<file path="src/rtl/mcp_pkg.sv">
package mcp_pkg;

   typedef enum logic [1:0] {
      MODE_NORMAL = 2'b00,
      MODE_LOWPWR = 2'b01,
      MODE_ULTRA  = 2'b10,
      MODE_RSVD   = 2'b11
   } run_mode_e;

   localparam int NUM_DOM  = 3;
   localparam int NUM_PAIR = 3;

   // Pair p joins domains pair_lo(p) and pair_hi(p).
   function automatic int pair_lo(input int p);
      return (p == 2) ? 1 : 0;
   endfunction

   function automatic int pair_hi(input int p);
      return (p == 0) ? 1 : 2;
   endfunction

endpackage

</file>
<file path="src/rtl/mcp_div_select.sv">
module mcp_div_select
   import mcp_pkg::*;
#(
   parameter int K_W   = 3,
   parameter int CNT_W = 4
) (
   input  logic [1:0]                        mode_sel,
   input  logic [K_W-1:0]                    div_k,
   output logic [NUM_DOM-1:0][CNT_W-1:0]     req_div
);

   localparam logic [CNT_W-1:0] K_TOP  = CNT_W'(1 << K_W);
   localparam logic [CNT_W-1:0] K_LOW  = CNT_W'(3);
   localparam logic [CNT_W-1:0] DIV_1  = CNT_W'(1);
   localparam logic [CNT_W-1:0] DIV_2  = CNT_W'(2);

   if (K_W < 2) begin : g_bad_kw
      $error("K_W must be at least 2");
   end
   if (CNT_W < K_W + 1) begin : g_bad_cw
      $error("CNT_W must hold 2**K_W");
   end

   logic [CNT_W-1:0] k_eff;

   always_comb begin
      if (div_k == '0)
         k_eff = K_TOP;
      else if (CNT_W'(div_k) < K_LOW)
         k_eff = K_LOW;
      else
         k_eff = CNT_W'(div_k);
   end

   always_comb begin
      req_div[0] = DIV_1;
      unique case (run_mode_e'(mode_sel))
         MODE_LOWPWR: begin
            req_div[1] = DIV_2;
            req_div[2] = DIV_2;
         end
         MODE_ULTRA: begin
            req_div[1] = DIV_2;
            req_div[2] = k_eff;
         end
         default: begin
            req_div[1] = DIV_1;
            req_div[2] = DIV_2;
         end
      endcase
   end

endmodule

</file>
<file path="src/rtl/mcp_rate_counter.sv">
module mcp_rate_counter #(
   parameter int CNT_W = 4
) (
   input  logic             clk,
   input  logic             rst_n,
   input  logic [CNT_W-1:0] div_now,
   output logic             at_zero
);

   logic [CNT_W-1:0] cnt_q;
   logic [CNT_W:0]   cnt_inc;

   assign cnt_inc = {1'b0, cnt_q} + 1'b1;
   assign at_zero = (cnt_q == '0);

   always_ff @(posedge clk or negedge rst_n) begin
      if (!rst_n)
         cnt_q <= '0;
      else if (cnt_inc >= {1'b0, div_now})
         cnt_q <= '0;
      else
         cnt_q <= cnt_inc[CNT_W-1:0];
   end


   cnt_in_range_chk: assert property (@(posedge clk) disable iff (!rst_n)
      cnt_q < div_now);


   slow_gap_chk: assert property (@(posedge clk) disable iff (!rst_n)
      (div_now > CNT_W'(1) && at_zero) |=> !at_zero);

endmodule

</file>
<file path="src/rtl/mcp_enable_gen.sv">
module mcp_enable_gen
   import mcp_pkg::*;
#(
   parameter int K_W   = 3,
   parameter int CNT_W = 4
) (
   input  logic                clk,
   input  logic                rst_n,
   input  logic [1:0]          mode_sel,
   input  logic [K_W-1:0]      div_k,
   input  logic [NUM_PAIR-1:0] launch_vld,
   output logic [NUM_DOM-1:0]  dom_en,
   output logic [NUM_PAIR-1:0] xfer_stb
);

   localparam logic [CNT_W-1:0] K_TOP = CNT_W'(1 << K_W);

   logic [NUM_DOM-1:0][CNT_W-1:0] req_div;
   logic [NUM_DOM-1:0][CNT_W-1:0] act_div_q;
   logic [NUM_DOM-1:0][CNT_W-1:0] eff_div;
   logic [NUM_DOM-1:0]            cnt_zero;
   logic                          aligned;

   mcp_div_select #(.K_W(K_W), .CNT_W(CNT_W)) u_sel (
      .mode_sel (mode_sel),
      .div_k    (div_k),
      .req_div  (req_div)
   );

   assign aligned = &cnt_zero;
   assign eff_div = aligned ? req_div : act_div_q;

   always_ff @(posedge clk or negedge rst_n) begin
      if (!rst_n) begin
         act_div_q[0] <= CNT_W'(1);
         act_div_q[1] <= CNT_W'(1);
         act_div_q[2] <= CNT_W'(2);
      end else if (aligned) begin
         act_div_q <= req_div;
      end
   end

   for (genvar d = 0; d < NUM_DOM; d++) begin : g_dom
      mcp_rate_counter #(.CNT_W(CNT_W)) u_cnt (
         .clk     (clk),
         .rst_n   (rst_n),
         .div_now (eff_div[d]),
         .at_zero (cnt_zero[d])
      );
      assign dom_en[d] = rst_n & cnt_zero[d];
   end

   for (genvar p = 0; p < NUM_PAIR; p++) begin : g_pair
      localparam int LO = pair_lo(p);
      localparam int HI = pair_hi(p);
      assign xfer_stb[p] = launch_vld[p] & dom_en[LO] & dom_en[HI];


      stb_both_en_chk: assert property (@(posedge clk) disable iff (!rst_n)
         xfer_stb[p] |-> (dom_en[LO] && dom_en[HI]));
   end


   crit_every_cycle_chk: assert property (@(posedge clk) disable iff (!rst_n)
      dom_en[0]);


   cfg_hold_chk: assert property (@(posedge clk) disable iff (!rst_n)
      !aligned |=> $stable(act_div_q));


   least_div_range_chk: assert property (@(posedge clk) disable iff (!rst_n)
      act_div_q[2] >= CNT_W'(2) && act_div_q[2] <= K_TOP);

endmodule

</file>
<file path="config.mk">
export PLATFORM = sky130hd
export DESIGN_NAME = mcp_enable_gen
export DESIGN_NICKNAME = d
export VERILOG_FILES = /design/src/rtl/mcp_pkg.sv /design/src/rtl/mcp_div_select.sv /design/src/rtl/mcp_rate_counter.sv /design/src/rtl/mcp_enable_gen.sv
export SDC_FILE = /design/constraint.sdc
export NUM_CORES = 1
export LEC_CHECK = 0
export ABC_CLOCK_PERIOD_IN_PS = 5300
export BUFFER_PORTS_ARGS = -buffer_cell sky130_fd_sc_hd__buf_4
export CAP_MARGIN = 20
export CORE_MARGIN = 1
export CORE_UTILIZATION = 30
export DETAILED_ROUTE_END_ITERATION = 7
export SLEW_MARGIN = 20
export SYNTH_ARGS = -nofsm -noshare
export SYNTH_HDL_FRONTEND = slang
export SYNTH_SLANG_ARGS = --single-unit
export TNS_END_PERCENT = 100
</file>
<file path="constraint.sdc">
create_clock -name clk -period 5.3 [get_ports clk]
set_clock_uncertainty 0.15 [all_clocks]
set_input_delay 0 -clock clk [delete_from_list [all_inputs] [get_ports clk]]
set_output_delay 0 -clock clk [all_outputs]
set_load 0.1 [all_outputs]
</file>
# == Yosys cells after proc, flatten, opt, wreduce, memory -nomap -nowiden ==
# Cells that the tools add are included.
# totals
regBits,24
elab_cells,36
# classes
n_addsub,3
order_cmp,4
eq_ne,2
n_mux,7
bitwise,9
n_reduce_logical,5
# op_table
cell,count
$mux W4,4
$pmux W8 S2,1
$add A4 B1 Y5 const B,3
$ge A5 B4 Y1,3
$logic_not A4 Y1,3
$mux W12,1
$and A1 B1 Y1,9
$logic_not A3 Y1,1
$lt A3 B2 Y1 const B,1
$mux W3,1
$reduce_and A3 Y1,1
$eq A2 B1 Y1 const B,1
$eq A2 B2 Y1 const B,1

# == Logic depth before layout (Yosys ltp) ==
# Gate-level depths: netlist of run 1.
# logic_depth
word_depth,7
depth_mapped,12

# == By module ==
# A second synthesis of run 1 with hierarchy kept.
# unflattened
cells_unflattened,139
area_unflattened_um2,1594.0
# by_module_without_submodules
module,instances,cells_per_inst,area_per_inst_um2
mcp_rate_counter,3,29,304.0
mcp_enable_gen,1,32,539.3
mcp_div_select,1,20,142.6

# == Least setup slack after synthesis of run 1 ==
# Ideal clock, no wire load.
# synth_path
path_kind,flip-flop to flip-flop
startpoint,register g_dom[1].u_cnt.cnt_q[0]
endpoint,register g_dom[2].u_cnt.cnt_q[3]
t_arrival_ns,2.437
required_ns,5.077
slack_ns,2.639
path_stages_with_launch,12
period_less_slack_ns,2.661
path_cell_list,dfrtp_1 -> inv_1 -> ha_1 -> nor3b_1 -> nand3_1 -> buf_6 -> o41ai_2 -> ha_1 -> nand2b_1 -> a2111oi_2 -> o21ai_0 -> nor2b_1
# synth_lines
element,line,rtl
start: declaration,mcp_rate_counter.sv:10,logic [CNT_W-1:0] cnt_q;
start signal: assignment,mcp_rate_counter.sv:22,cnt_q <= cnt_inc[CNT_W-1:0];
end signal: assignment,mcp_rate_counter.sv:22,
end: declaration,mcp_rate_counter.sv:10,

==> results of run 1 <==
Yosys cell counts, drive strengths merged, types with 4 or more instances:
master / number
o21a: 7
inv: 17
ha: 20
nor2: 7
nand2b: 4
dfrtp: 21
o21ai: 7
nor3b: 5
nand3: 6
and3: 4
nand2: 9
registers in the layout, summed over array words and instances, names as in the netlist:
name               count
g_dom.u_cnt.cnt_q     12
act_div_q             12
through the flow:
stage               worst slack [ns]  hold slack, ns
CTS                             1.78          0.0162
global route                    1.52          0.0554
global placement                1.93          -0.224
floorplan                       2.64          -0.446
detailed placement              1.79          -0.217
finish                          1.84          0.0257
power breakdown:
group          internal, mW  switching, mW
Clock                0.0663         0.0567
Combinational         0.159          0.255
Sequential            0.226         0.0229
Total                 0.451          0.335
final cells by class:
| class | instances | area, µm² |
|---|---|---|
| Tap cell | 52 | 65.1 |
| Fill cell | 437 | 2780 |
| Sequential cell | 24 | 604 |
| Timing Repair Buffer | 20 | 163 |
| Inverter | 17 | 63.8 |
| Clock buffer | 4 | 55.1 |
| Multi-Input combinational cell | 94 | 746 |
timing repair:
action / CTS / global route
endpoints found under the setup margin: 0 / 0
hold endpoints to repair: 26 / 0
hold buffers: 5 / 0
layer usage:
metal / vias to the layer above / share of wire (%) / routed length (µm)
met1: 443 / 50 / 1260
met2: 17 / 45 / 1120
met4: 0 / 2.0 / 51
met5: - / 0 / 0
li1: 504 / - / -
met3: 6 / 2.5 / 62
worst register-to-register path, delay by kind of cell, from the launching register on:
family	cells	cell delay (ns)
buf+inv	1	0.07
fa+ha+maj	2	0.42
simple gates	4	1.19
flops	1	0.43
compound gates	3	1.13
how the worst max path moves through the flow:
| stage | cells after the start | to | slack (ns) |
|---|---|---|---|
| final | 10 | g_dom[2].u_cnt.cnt_q[1] | 1.84 |
| after global routing | 10 | g_dom[2].u_cnt.cnt_q[1] | 1.52 |
| after CTS | 10 | g_dom[2].u_cnt.cnt_q[1] | 1.78 |
| after detailed placement | 10 | g_dom[2].u_cnt.cnt_q[1] | 1.79 |
| after global placement | 10 | g_dom[2].u_cnt.cnt_q[3] | 1.93 |
| after floorplan | 11 | g_dom[2].u_cnt.cnt_q[3] | 2.64 |
cells by family (layout without fill, tap and decap cells):
family / after synthesis / in the layout / synth area share (%)
AO/OA/AOI/OAI: 21 / 21 / 11.1
AND/OR/NAND/NOR: 44 / 44 / 17.1
adder cells (fa/ha/maj): 20 / 20 / 17.5
flip-flops: 24 / 24 / 42.3
XOR/XNOR: 6 / 6 / 3.68
buffers and inverters: 19 / 41 / 5.60
multiplexers: 3 / 3 / 2.80
==> reports/results.md, run 1 <==
## Status
- finished, final reports clean — status

## Floorplanning
- 16 — boundary pin count
- 71.0 µm — floorplan die width
- 71.0 µm — DIE HEIGHT
- 4470 µm² — core area
- 5050 µm² — DIE AREA
- 32.0% — initial core utilization
- 24 — FP Rows

## Global routing
- 0 — GRT overflow
- met2 — GRT busiest layer
- 28 — largest net degree at the start of global routing
- 1074 — via count of the first global-routing pass
- 11.5% — total routing resource utilization after global routing
- 4.57 mm — wire length of the first global-routing pass
- 14.8% — grt met1 use
- 0 — antenna violations before repair
- 1.99% — GR Util met3
- 19.1% — met2 track utilization from global routing

## CTS
- 24 — number of sinks handled by clock tree synthesis
- 0 — post-cts sizing count
- 0 — buffers inserted by post-CTS timing repair
- 0.26 ns — clock network latency to the later pin of the worst-skew pair
- 3 — number of buffers inserted during clock tree synthesis
- 1 — H-tree depth
- 2 — Max clock buf depth
- 0.08 ns — Worst-path clk slew
- done — CTS tree
- sky130_fd_sc_hd__clkbuf_8 — cell chosen for the clock root

## Synth
- sky130_fd_sc_hd__dfrtp_1 — library cell occupying the most area in the post-synthesis netlist
- 24 — number of synthesized register bits
- 0 — number of synthesized flops with an enable pin
- 1430 µm² — synthesized cell area
- 10.4 µm² — mean area per synthesized cell
- 100% — share of synthesized registers carrying an async set or reset
- 36.7% — area share of the leading cell type in the synthesized netlist
- sky130_fd_sc_hd__dfrtp_1 — Main synth FF type
- 137 — post-synthesis instance total
- 29 — Unique masters post-synth
- 0 — number of warnings printed during yosys synthesis
- sky130_fd_sc_hd__dfrtp_1 (37%), sky130_fd_sc_hd__ha_1 (17%), sky130_fd_sc_hd__dfstp_2 (5.5%) — dominant cells by area after synthesis
- 167 — syn nets
- 42.3% — share of synthesized area occupied by flip-flops and latches

## Finish
- 18.6% — Layout area overhead
- 37.9% — final core utilization
- 1700 µm² — final non-filler cell area
- 211 — Final Non-Filler Cells
- sky130_fd_sc_hd__dfrtp_1 (21), sky130_fd_sc_hd__ha_1 (20), sky130_fd_sc_hd__inv_1 (17) — highest-count cells in the layout ignoring fill and taps
- sky130_fd_sc_hd__dfrtp_1 — commonest non-fill, non-tap cell in the layout
- 18.2% — share of cells above drive strength 1
- 0 — antenna fix cells
- 190 — number of nets in the finished design

## Timing
- 0 — Hold Violations, Final
- 289 MHz — Achievable Freq
- 0.735 ns — Worst-Margin Slew
- 0 — final-report max-slew violation count
- 0 ns — setup total negative slack
- 0 — total setup violations reported at the end of the flow
- 65.2% — post-route clock period utilization
- no — setup repair after global routing missed its margin
- 50.9% — worst slew margin relative to its limit
- 3.46 ns — clock period minus final worst setup slack

## Detailed routing
- 0 — Remaining DRCs
- 0 — Antenna Nets Post-Route
- 2.49 mm — post-detailed-routing wire length
- 970 — via total after detailed routing
- 4.60 — Vias per Instance
- 5 — length of the first detailed-routing pass in iterations
- 11.8 µm — WL per Instance
- 53 — DRC marker count from the first detailed-route iteration

## Placement
- 15 — number of buffer cells added on primary ports
- 202 — Cells after DPL
- 1590 µm² — placed cell area
- 1.97 mm — final HPWL from detailed placement
- 0.729 — routability-driven placement congestion ratio

## Setup path
- g_dom[2].u_cnt.cnt_q[0] — reg-to-reg startpoint
- g_dom[2].u_cnt.cnt_q[0] — CP Launch Point
- register — category of the worst setup path launch point
- 10 — length in cells of the worst reg-to-reg path
- register to register — class of the most critical setup path
- 1.84 ns — slack of the worst reg-to-reg path
- simple AND/OR/NAND/NOR gates — critical path's top delay family
- 20 — top fanout value on the critical path
- inv_1 -> ha_1 -> nor3b_2 -> nand3_1 -> o41ai_2 -> ha_1 -> nand2b_1 -> a2111oi_2 -> o21ai_0 -> nor2_1 — cell chain of the critical path
- 3.50 ns — arrival time worst endpoint
- g_dom[2].u_cnt.cnt_q[1] — endpoint of the worst register-to-register path
- 1 — worst path buffer plus inverter count
- sky130_fd_sc_hd__nand3_1 — slowest cell on the critical path
- sky130_fd_sc_hd__ha_1 — critical path's most frequent cell
- 5.34 ns — Worst EP required
- register — Crit. End Element
- 0.58 ns — worst stage delay on the critical path

## Power
- 0.868 nW — leakage dissipation
- 0.245 mV — VDD IR-drop max
- 463 nW/µm² — power density relative to cell area
- 786 µW — total power draw

## Run
- 0 — max-cap violations

## Worst hold path
- input port to asynchronous set/reset pin — worst min-delay path class

Note: power is estimated with default switching activity, not from simulation.
==> run 2: changes to the inputs <==
--- a/config.mk
+++ b/config.mk
@@ -5,7 +5,7 @@
 export SDC_FILE = /design/constraint.sdc
 export NUM_CORES = 1
 export LEC_CHECK = 0
-export ABC_CLOCK_PERIOD_IN_PS = 5300
+export ABC_CLOCK_PERIOD_IN_PS = 3600
 export BUFFER_PORTS_ARGS = -buffer_cell sky130_fd_sc_hd__buf_4
 export CAP_MARGIN = 20
 export CORE_MARGIN = 1
==> constraint.sdc (replaced) <==
create_clock -name clk -period 3.6 [get_ports clk]
set_clock_uncertainty 0.15 [all_clocks]
set_input_delay 0 -clock clk [delete_from_list [all_inputs] [get_ports clk]]
set_output_delay 0 -clock clk [all_outputs]
set_load 0.1 [all_outputs]
==> run 2 against run 1 <==
- design area fell by 0.30%
- critical path type unchanged
- worst setup slack got worse by 1.3 ns
- sequential share of layout area up 0.11 points
- largest cell class unchanged
- largest power group unchanged
- global-route usage decreased by 0.12 points
- critical path depth up 2
- die area is the same
- register-to-register slack worse by 1.3 ns
==> reports/results.md, run 2 (synthesis results as in run 1) <==
## Global routing
- 4.53 mm — wire length of the first global-routing pass
- 1.71% — GR Util met3
- 11.4% — total routing resource utilization after global routing
- 14.2% — grt met1 use
- 28 — largest net degree at the start of global routing
- met2 — GRT busiest layer
- 19.8% — met2 track utilization from global routing
- 0 — GRT overflow
- 0 — antenna violations before repair
- 1050 — via count of the first global-routing pass

## Timing
- 76.1% — worst slew margin relative to its limit
- 0.505 ns — least setup slack across all paths after layout
- 0 ns — setup total negative slack
- 0 — total setup violations reported at the end of the flow
- 86.0% — post-route clock period utilization
- 0.354 ns — Worst-Margin Slew
- 0 — Hold Violations, Final
- 3.09 ns — clock period minus final worst setup slack
- 0.0195 ns — post-route worst hold slack
- 0 — final-report max-slew violation count
- 323 MHz — Achievable Freq
- no — setup repair after global routing missed its margin

## Setup path
- sky130_fd_sc_hd__ha_1 — critical path's most frequent cell
- g_dom[2].u_cnt.cnt_q[3] — endpoint of the worst register-to-register path
- inv_1 -> ha_1 -> nor3b_2 -> nand3_1 -> buf_4 -> nand2_1 -> o41ai_2 -> ha_1 -> nand2b_1 -> a2111oi_2 -> o21ai_0 -> nor2b_1 — cell chain of the critical path
- 0.51 ns — slack of the worst reg-to-reg path
- simple AND/OR/NAND/NOR gates — critical path's top delay family
- register — Crit. End Element
- 9 — top fanout value on the critical path
- register — category of the worst setup path launch point
- 3.64 ns — Worst EP required
- register to register — class of the most critical setup path
- 3.14 ns — arrival time worst endpoint
- g_dom[2].u_cnt.cnt_q[0] — reg-to-reg startpoint
- sky130_fd_sc_hd__dfrtp_1 — slowest cell on the critical path
- 2 — worst path buffer plus inverter count
- 12 — length in cells of the worst reg-to-reg path
- 0.43 ns — worst stage delay on the critical path

## Detailed routing
- 29 — DRC marker count from the first detailed-route iteration
- 4.70 — Vias per Instance
- 11.7 µm — WL per Instance
- 0 — Antenna Nets Post-Route
- 6 — length of the first detailed-routing pass in iterations
- 991 — via total after detailed routing
- 0 — Remaining DRCs
- 2.47 mm — post-detailed-routing wire length

## CTS
- 0.26 ns — clock network latency to the later pin of the worst-skew pair
- 3 — number of buffers inserted by hold repair at cts
- 0.08 ns — Worst-path clk slew
- 1 — H-tree depth
- done — CTS tree
- 0 — buffers inserted by post-CTS timing repair
- 2 — Max clock buf depth
- 3 — number of buffers inserted during clock tree synthesis
- 0 — post-cts sizing count
- sky130_fd_sc_hd__clkbuf_8 — cell chosen for the clock root
- 24 — number of sinks handled by clock tree synthesis

## Finish
- 19.5% — share of cells above drive strength 1
- act_div_q (12), g_dom.u_cnt.cnt_q (12) — leading registers by flop count
- 746 µm² — total area of multi-input combinational cells
- sky130_fd_sc_hd__dfrtp_1 (21), sky130_fd_sc_hd__ha_1 (20), sky130_fd_sc_hd__inv_1 (17), sky130_fd_sc_hd__buf_4 (17), sky130_fd_sc_hd__nand2_1 (9) — highest-count cells in the layout ignoring fill and taps
- 0 — antenna fix cells
- 437 — final-layout fill cell count
- 37.8% — final core utilization
- 190 — number of nets in the finished design
- 604 µm² — storage element area
- sky130_fd_sc_hd__dfrtp_1 — commonest non-fill, non-tap cell in the layout
- 18.3% — Layout area overhead

## Floorplanning
- 5050 µm² — DIE AREA
- 4470 µm² — core area
- 71.0 µm — DIE HEIGHT
- 71.0 µm — floorplan die width
- 32.0% — initial core utilization
- 24 — FP Rows
- 16 — boundary pin count

## Run
- 0 — max-cap violations

## Placement
- 2.03 mm — final HPWL from detailed placement
- 15 — number of buffer cells added on primary ports
- 0.419 ns — Worst Setup Slack post-DPL
- 0.720 — routability-driven placement congestion ratio

## Power
- 0.402 mV — VDD IR-drop max
- 0.868 nW — leakage dissipation
- 690 nW/µm² — power density relative to cell area
- 1.17 mW — total power draw

## Status
- finished, final reports clean — status

## Worst hold path
- input port to asynchronous set/reset pin — worst min-delay path class

-- run 2: worst max-delay path by stage --
| stage | cells after the start | from | to |
|---|---|---|---|
| after global placement | 12 | g_dom[2].u_cnt.cnt_q[0] | g_dom[2].u_cnt.cnt_q[3] |
| after detailed placement | 10 | g_dom[2].u_cnt.cnt_q[0] | g_dom[2].u_cnt.cnt_q[3] |
| after floorplan | 11 | g_dom[1].u_cnt.cnt_q[0] | g_dom[2].u_cnt.cnt_q[3] |
| after global routing | 10 | g_dom[2].u_cnt.cnt_q[0] | g_dom[2].u_cnt.cnt_q[3] |
| final | 12 | g_dom[2].u_cnt.cnt_q[0] | g_dom[2].u_cnt.cnt_q[3] |
| after CTS | 12 | g_dom[2].u_cnt.cnt_q[0] | g_dom[2].u_cnt.cnt_q[3] |
-- run 2: metrics by stage --
stage          cells  cell area, µm²
2_1_floorplan    137            1430
3_3_place_gp     204            1610
3_5_place_dp     204            1610
4_1_cts          211            1690
5_1_grt          211            1690
6_report         211            1690
-- run 2: power breakdown --
group	internal, mW	switching, mW	total (mW)	leakage [nW]
clock	0.0975	0.0813	0.179	0.0288
combinational	0.249	0.372	0.621	0.521
sequential	0.333	0.0354	0.369	0.318
-- run 2: layout make-up --
class	count	area share, %
multi-input combinational	94	44.1
inverter	17	3.77
clock buffer	4	3.25
sequential	24	35.7
tap	52	3.85
timing repair buffer	20	9.32
-- run 2: per-layer routing --
| layer | vias to the layer above | wire [µm] | part of all wire, % |
|---|---|---|---|
| li1 | 505 | - | - |
| met1 | 467 | 1230 | 50 |
| met3 | 4 | 62 | 2.5 |
| met4 | 0 | 42 | 1.7 |
| met2 | 15 | 1130 | 46 |
| met5 | - | 0 | 0 |
==> run 3: changes to the inputs <==
--- a/config.mk
+++ b/config.mk
@@ -5,11 +5,13 @@
 export SDC_FILE = /design/constraint.sdc
 export NUM_CORES = 1
 export LEC_CHECK = 0
+export ABC_AREA = 1
 export ABC_CLOCK_PERIOD_IN_PS = 3600
 export BUFFER_PORTS_ARGS = -buffer_cell sky130_fd_sc_hd__buf_4
 export CAP_MARGIN = 20
 export CORE_MARGIN = 1
 export CORE_UTILIZATION = 30
+export CTS_CLUSTER_SIZE = 12
 export DETAILED_ROUTE_END_ITERATION = 7
 export SLEW_MARGIN = 20
 export SYNTH_ARGS = -nofsm -noshare
==> run 3 against run 2 <==
- flip-flop and latch count unchanged
- design area increased by 7.1%
- sequential power decreased by 27%
- sequential share of layout area decreased by 2.4 points
- first-iteration DRC count increased by 93%
- combinational power decreased by 93%
- critical path depth increased by 1
- synthesized cell count increased by 35%
- critical path type is now input port to register
==> reports/results.md, run 3 <==
## Synth
- sky130_fd_sc_hd__inv_1 — most frequent cell after synthesis
- sky130_fd_sc_hd__inv_1 (41), sky130_fd_sc_hd__nand2_1 (35), sky130_fd_sc_hd__nor2_1 (23) — most common library cells after synthesis
- 39.9% — share of synthesized area occupied by flip-flops and latches
- 185 — post-synthesis instance total
- 0 — number of warnings printed during yosys synthesis
- 100% — share of synthesized registers carrying an async set or reset
- 24.1% — share of synthesized cell area in and, or, nand and nor gates
- sky130_fd_sc_hd__dfrtp_1 (35%), sky130_fd_sc_hd__ha_1 (17%), sky130_fd_sc_hd__inv_1 (10%) — dominant cells by area after synthesis
- 3.47% — post-synthesis xor/xnor area fraction
- 215 — syn nets
- 4.62% — compound-cell area share of the yosys netlist
- 1520 µm² — synthesized cell area
- 0 — number of synthesized flops with an enable pin
- 16.5% — Adder-Cell Fraction of Synth Area
- 8.19 µm² — mean area per synthesized cell
- simple AND/OR/NAND/NOR gates — largest family of logic cells by synthesized area
- sky130_fd_sc_hd__dfrtp_1 — library cell occupying the most area in the post-synthesis netlist
- 34.7% — area share of the leading cell type in the synthesized netlist
- 0% — multiplexer fraction of the synthesized cell area
- 24 — number of synthesized register bits
- sky130_fd_sc_hd__dfrtp_1 — Main synth FF type
- 22 — Unique masters post-synth

## Placement
- 1.23 ns — Worst Setup Slack post-DPL
- 1.94 mm — final HPWL from detailed placement
- 15 — number of buffer cells added on primary ports
- 266 — Cells after DPL
- 0.762 — routability-driven placement congestion ratio

## Power
- 0.138 mV — VDD IR-drop max
- 49.3% — sequential share of power
- 20.9% — fraction of power spent switching nets
- 1.10 nW — leakage dissipation
- 432 µW — cell-internal power
- 302 nW/µm² — power density relative to cell area
- 115 µW — Net Sw Power
- 42.9% — relative contribution of the clock network to total power
- 7.8% — Gate power share

## Setup path
- register — Crit. End Element
- 1.26 ns — slack of the worst reg-to-reg path
- dlygate4sd3_1 -> buf_4 -> ha_1 -> inv_1 -> nor3_1 -> dlygate4sd3_1 -> nand3_1 -> nand2_1 -> inv_1 -> ha_1 -> a21oi_1 -> nand2_1 -> nor2_1 — cell chain of the critical path
- input port to register — class of the most critical setup path
- 0.59 ns — worst stage delay on the critical path
- sky130_fd_sc_hd__dlygate4sd3_1 — slowest cell on the critical path
- g_dom[2].u_cnt.cnt_q[3] — endpoint of the worst register-to-register path
- 2.52 ns — arrival time worst endpoint
- 3.65 ns — Worst EP required
- input port — category of the worst setup path launch point
- g_dom[1].u_cnt.cnt_q[0] — reg-to-reg startpoint
- 4 — top fanout value on the critical path
- 14 — length in cells of the worst reg-to-reg path

## Detailed routing
- 4.01 — Vias per Instance
- 1100 — via total after detailed routing
- 9.08 µm — WL per Instance
- 0 — Antenna Nets Post-Route
- 4 — length of the first detailed-routing pass in iterations
- 0 — Remaining DRCs
- 2.49 mm — post-detailed-routing wire length
- 56 — DRC marker count from the first detailed-route iteration

## Worst hold path
- act_div_q[8] — Hold Path End
- input port to register — worst min-delay path class
- 5 — hold path depth
- div_k[0] — hold path start

## Floorplanning
- 25 — FP Rows
- 4790 µm² — core area
- 73.1 µm — floorplan die width
- 73.1 µm — DIE HEIGHT
- 5340 µm² — DIE AREA
- 31.7% — initial core utilization
- 16 — boundary pin count

## Finish
- 738 µm² — total area of multi-input combinational cells
- 604 µm² — storage element area
- 238 — number of nets in the finished design
- act_div_q (12), g_dom.u_cnt.cnt_q (12) — leading registers by flop count
- sky130_fd_sc_hd__inv_1 (41), sky130_fd_sc_hd__nand2_1 (35), sky130_fd_sc_hd__nor2_1 (23) — highest-count cells in the layout ignoring fill and taps
- 0 — antenna fix cells
- sky130_fd_sc_hd__inv_1 — commonest non-fill, non-tap cell in the layout
- 493 — final-layout fill cell count
- 19.6% — Layout area overhead
- 274 — Final Non-Filler Cells
- 16.4% — share of cells above drive strength 1

## Timing
- 0 — final-report max-slew violation count
- 2.46 ns — clock period minus final worst setup slack
- 0 — Hold Violations, Final
- 406 MHz — Achievable Freq
- 1.14 ns — least setup slack across all paths after layout
- no — setup repair after global routing missed its margin
- 77.6% — worst slew margin relative to its limit
- 0 — total setup violations reported at the end of the flow
- 68.5% — post-route clock period utilization
- 0 ns — setup total negative slack
- 0.336 ns — Worst-Margin Slew

## CTS
- 0 — buffers inserted by post-CTS timing repair
- 4 — number of buffers inserted by hold repair at cts
- done — CTS tree
- 2 — Max clock buf depth
- 0 — post-cts sizing count
- sky130_fd_sc_hd__clkbuf_8 — cell chosen for the clock root
- 0.27 ns — clock network latency to the later pin of the worst-skew pair
- 1 — H-tree depth
- 0.08 ns — Worst-path clk slew
- 24 — number of sinks handled by clock tree synthesis
- 3 — number of buffers inserted during clock tree synthesis

## Global routing
- 11.6% — total routing resource utilization after global routing
- 4.72 mm — wire length of the first global-routing pass
- 28 — largest net degree at the start of global routing
- 0 — GRT overflow
- 0 — antenna violations before repair
- 1075 — via count of the first global-routing pass

## Status
- finished, final reports clean — status

## Run
- 0 — max-cap violations

## run 3: final cells by class
cell class / instances / share of cell area, %
Multi-Input combinational cell: 117 / 40.7
Sequential cell: 24 / 33.4
Inverter: 43 / 8.91
Timing Repair Buffer: 19 / 8.43
Tap cell: 67 / 4.63
Clock buffer: 3 / 2.28
Clock inverter: 1 / 1.66
## run 3: power groups by stage
| stage | clock network [mW] | logic [mW] | registers (mW) |
|---|---|---|---|
| floorplan | 0 | 0.0221 | 0.275 |
| global placement | 0 | 0.0404 | 0.275 |
| detailed placement | 0 | 0.0405 | 0.275 |
| CTS | 0.246 | 0.0436 | 0.270 |
| global route | 0.258 | 0.0471 | 0.270 |
| finish | 0.235 | 0.0428 | 0.269 |
## run 3: cells by family after synthesis
logic type / Yosys count
simple gates: 80
buf+inv: 44
flops: 24
fa+ha+maj: 20
compound gates: 11
xor+xnor: 6
## run 3: worst max-delay path by stage
stage,start,endpoint,slack [ns],cells after the start
floorplan,g_dom[1].u_cnt.cnt_q[0],xfer_stb[0],1.27,6
global placement,g_dom[0].u_cnt.cnt_q[0],g_dom[2].u_cnt.cnt_q[2],1.28,14
detailed placement,g_dom[0].u_cnt.cnt_q[0],g_dom[2].u_cnt.cnt_q[3],1.23,14
CTS,mode_sel[1],g_dom[2].u_cnt.cnt_q[3],1.11,13
global route,mode_sel[1],g_dom[2].u_cnt.cnt_q[1],0.91,13
finish,mode_sel[1],g_dom[2].u_cnt.cnt_q[3],1.14,13
## run 3: worst max-delay path, delay by kind of cell
kind	cells	cell delay, ns
buf+inv	5	1.33
simple gates	5	0.57
fa+ha+maj	2	0.49
compound gates	1	0.14
## run 3: metrics by stage
step | hold WS, ns | instance area, µm² | utilization (%) | power (mW)
after floorplan | -0.446 | 1520 | - | 0.297
after global placement | -0.219 | 1700 | 35.5 | 0.315
after detailed placement | -0.218 | 1700 | 35.5 | 0.315
after CTS | 0.0178 | 1810 | 37.9 | 0.559
after global routing | 0.0586 | 1810 | 37.9 | 0.575
final | 0.0176 | 1810 | 37.9 | 0.547
## run 3: per-layer routing
metal | GRT usage, % | up-vias | share of wire, %
li1 | - | 600 | -
met1 | 14.1 | 474 | 50
met2 | 18.2 | 22 | 43
met3 | 3.45 | 4 | 4.7
met4 | 6.75 | 0 | 2.2
met5 | 0 | - | 0
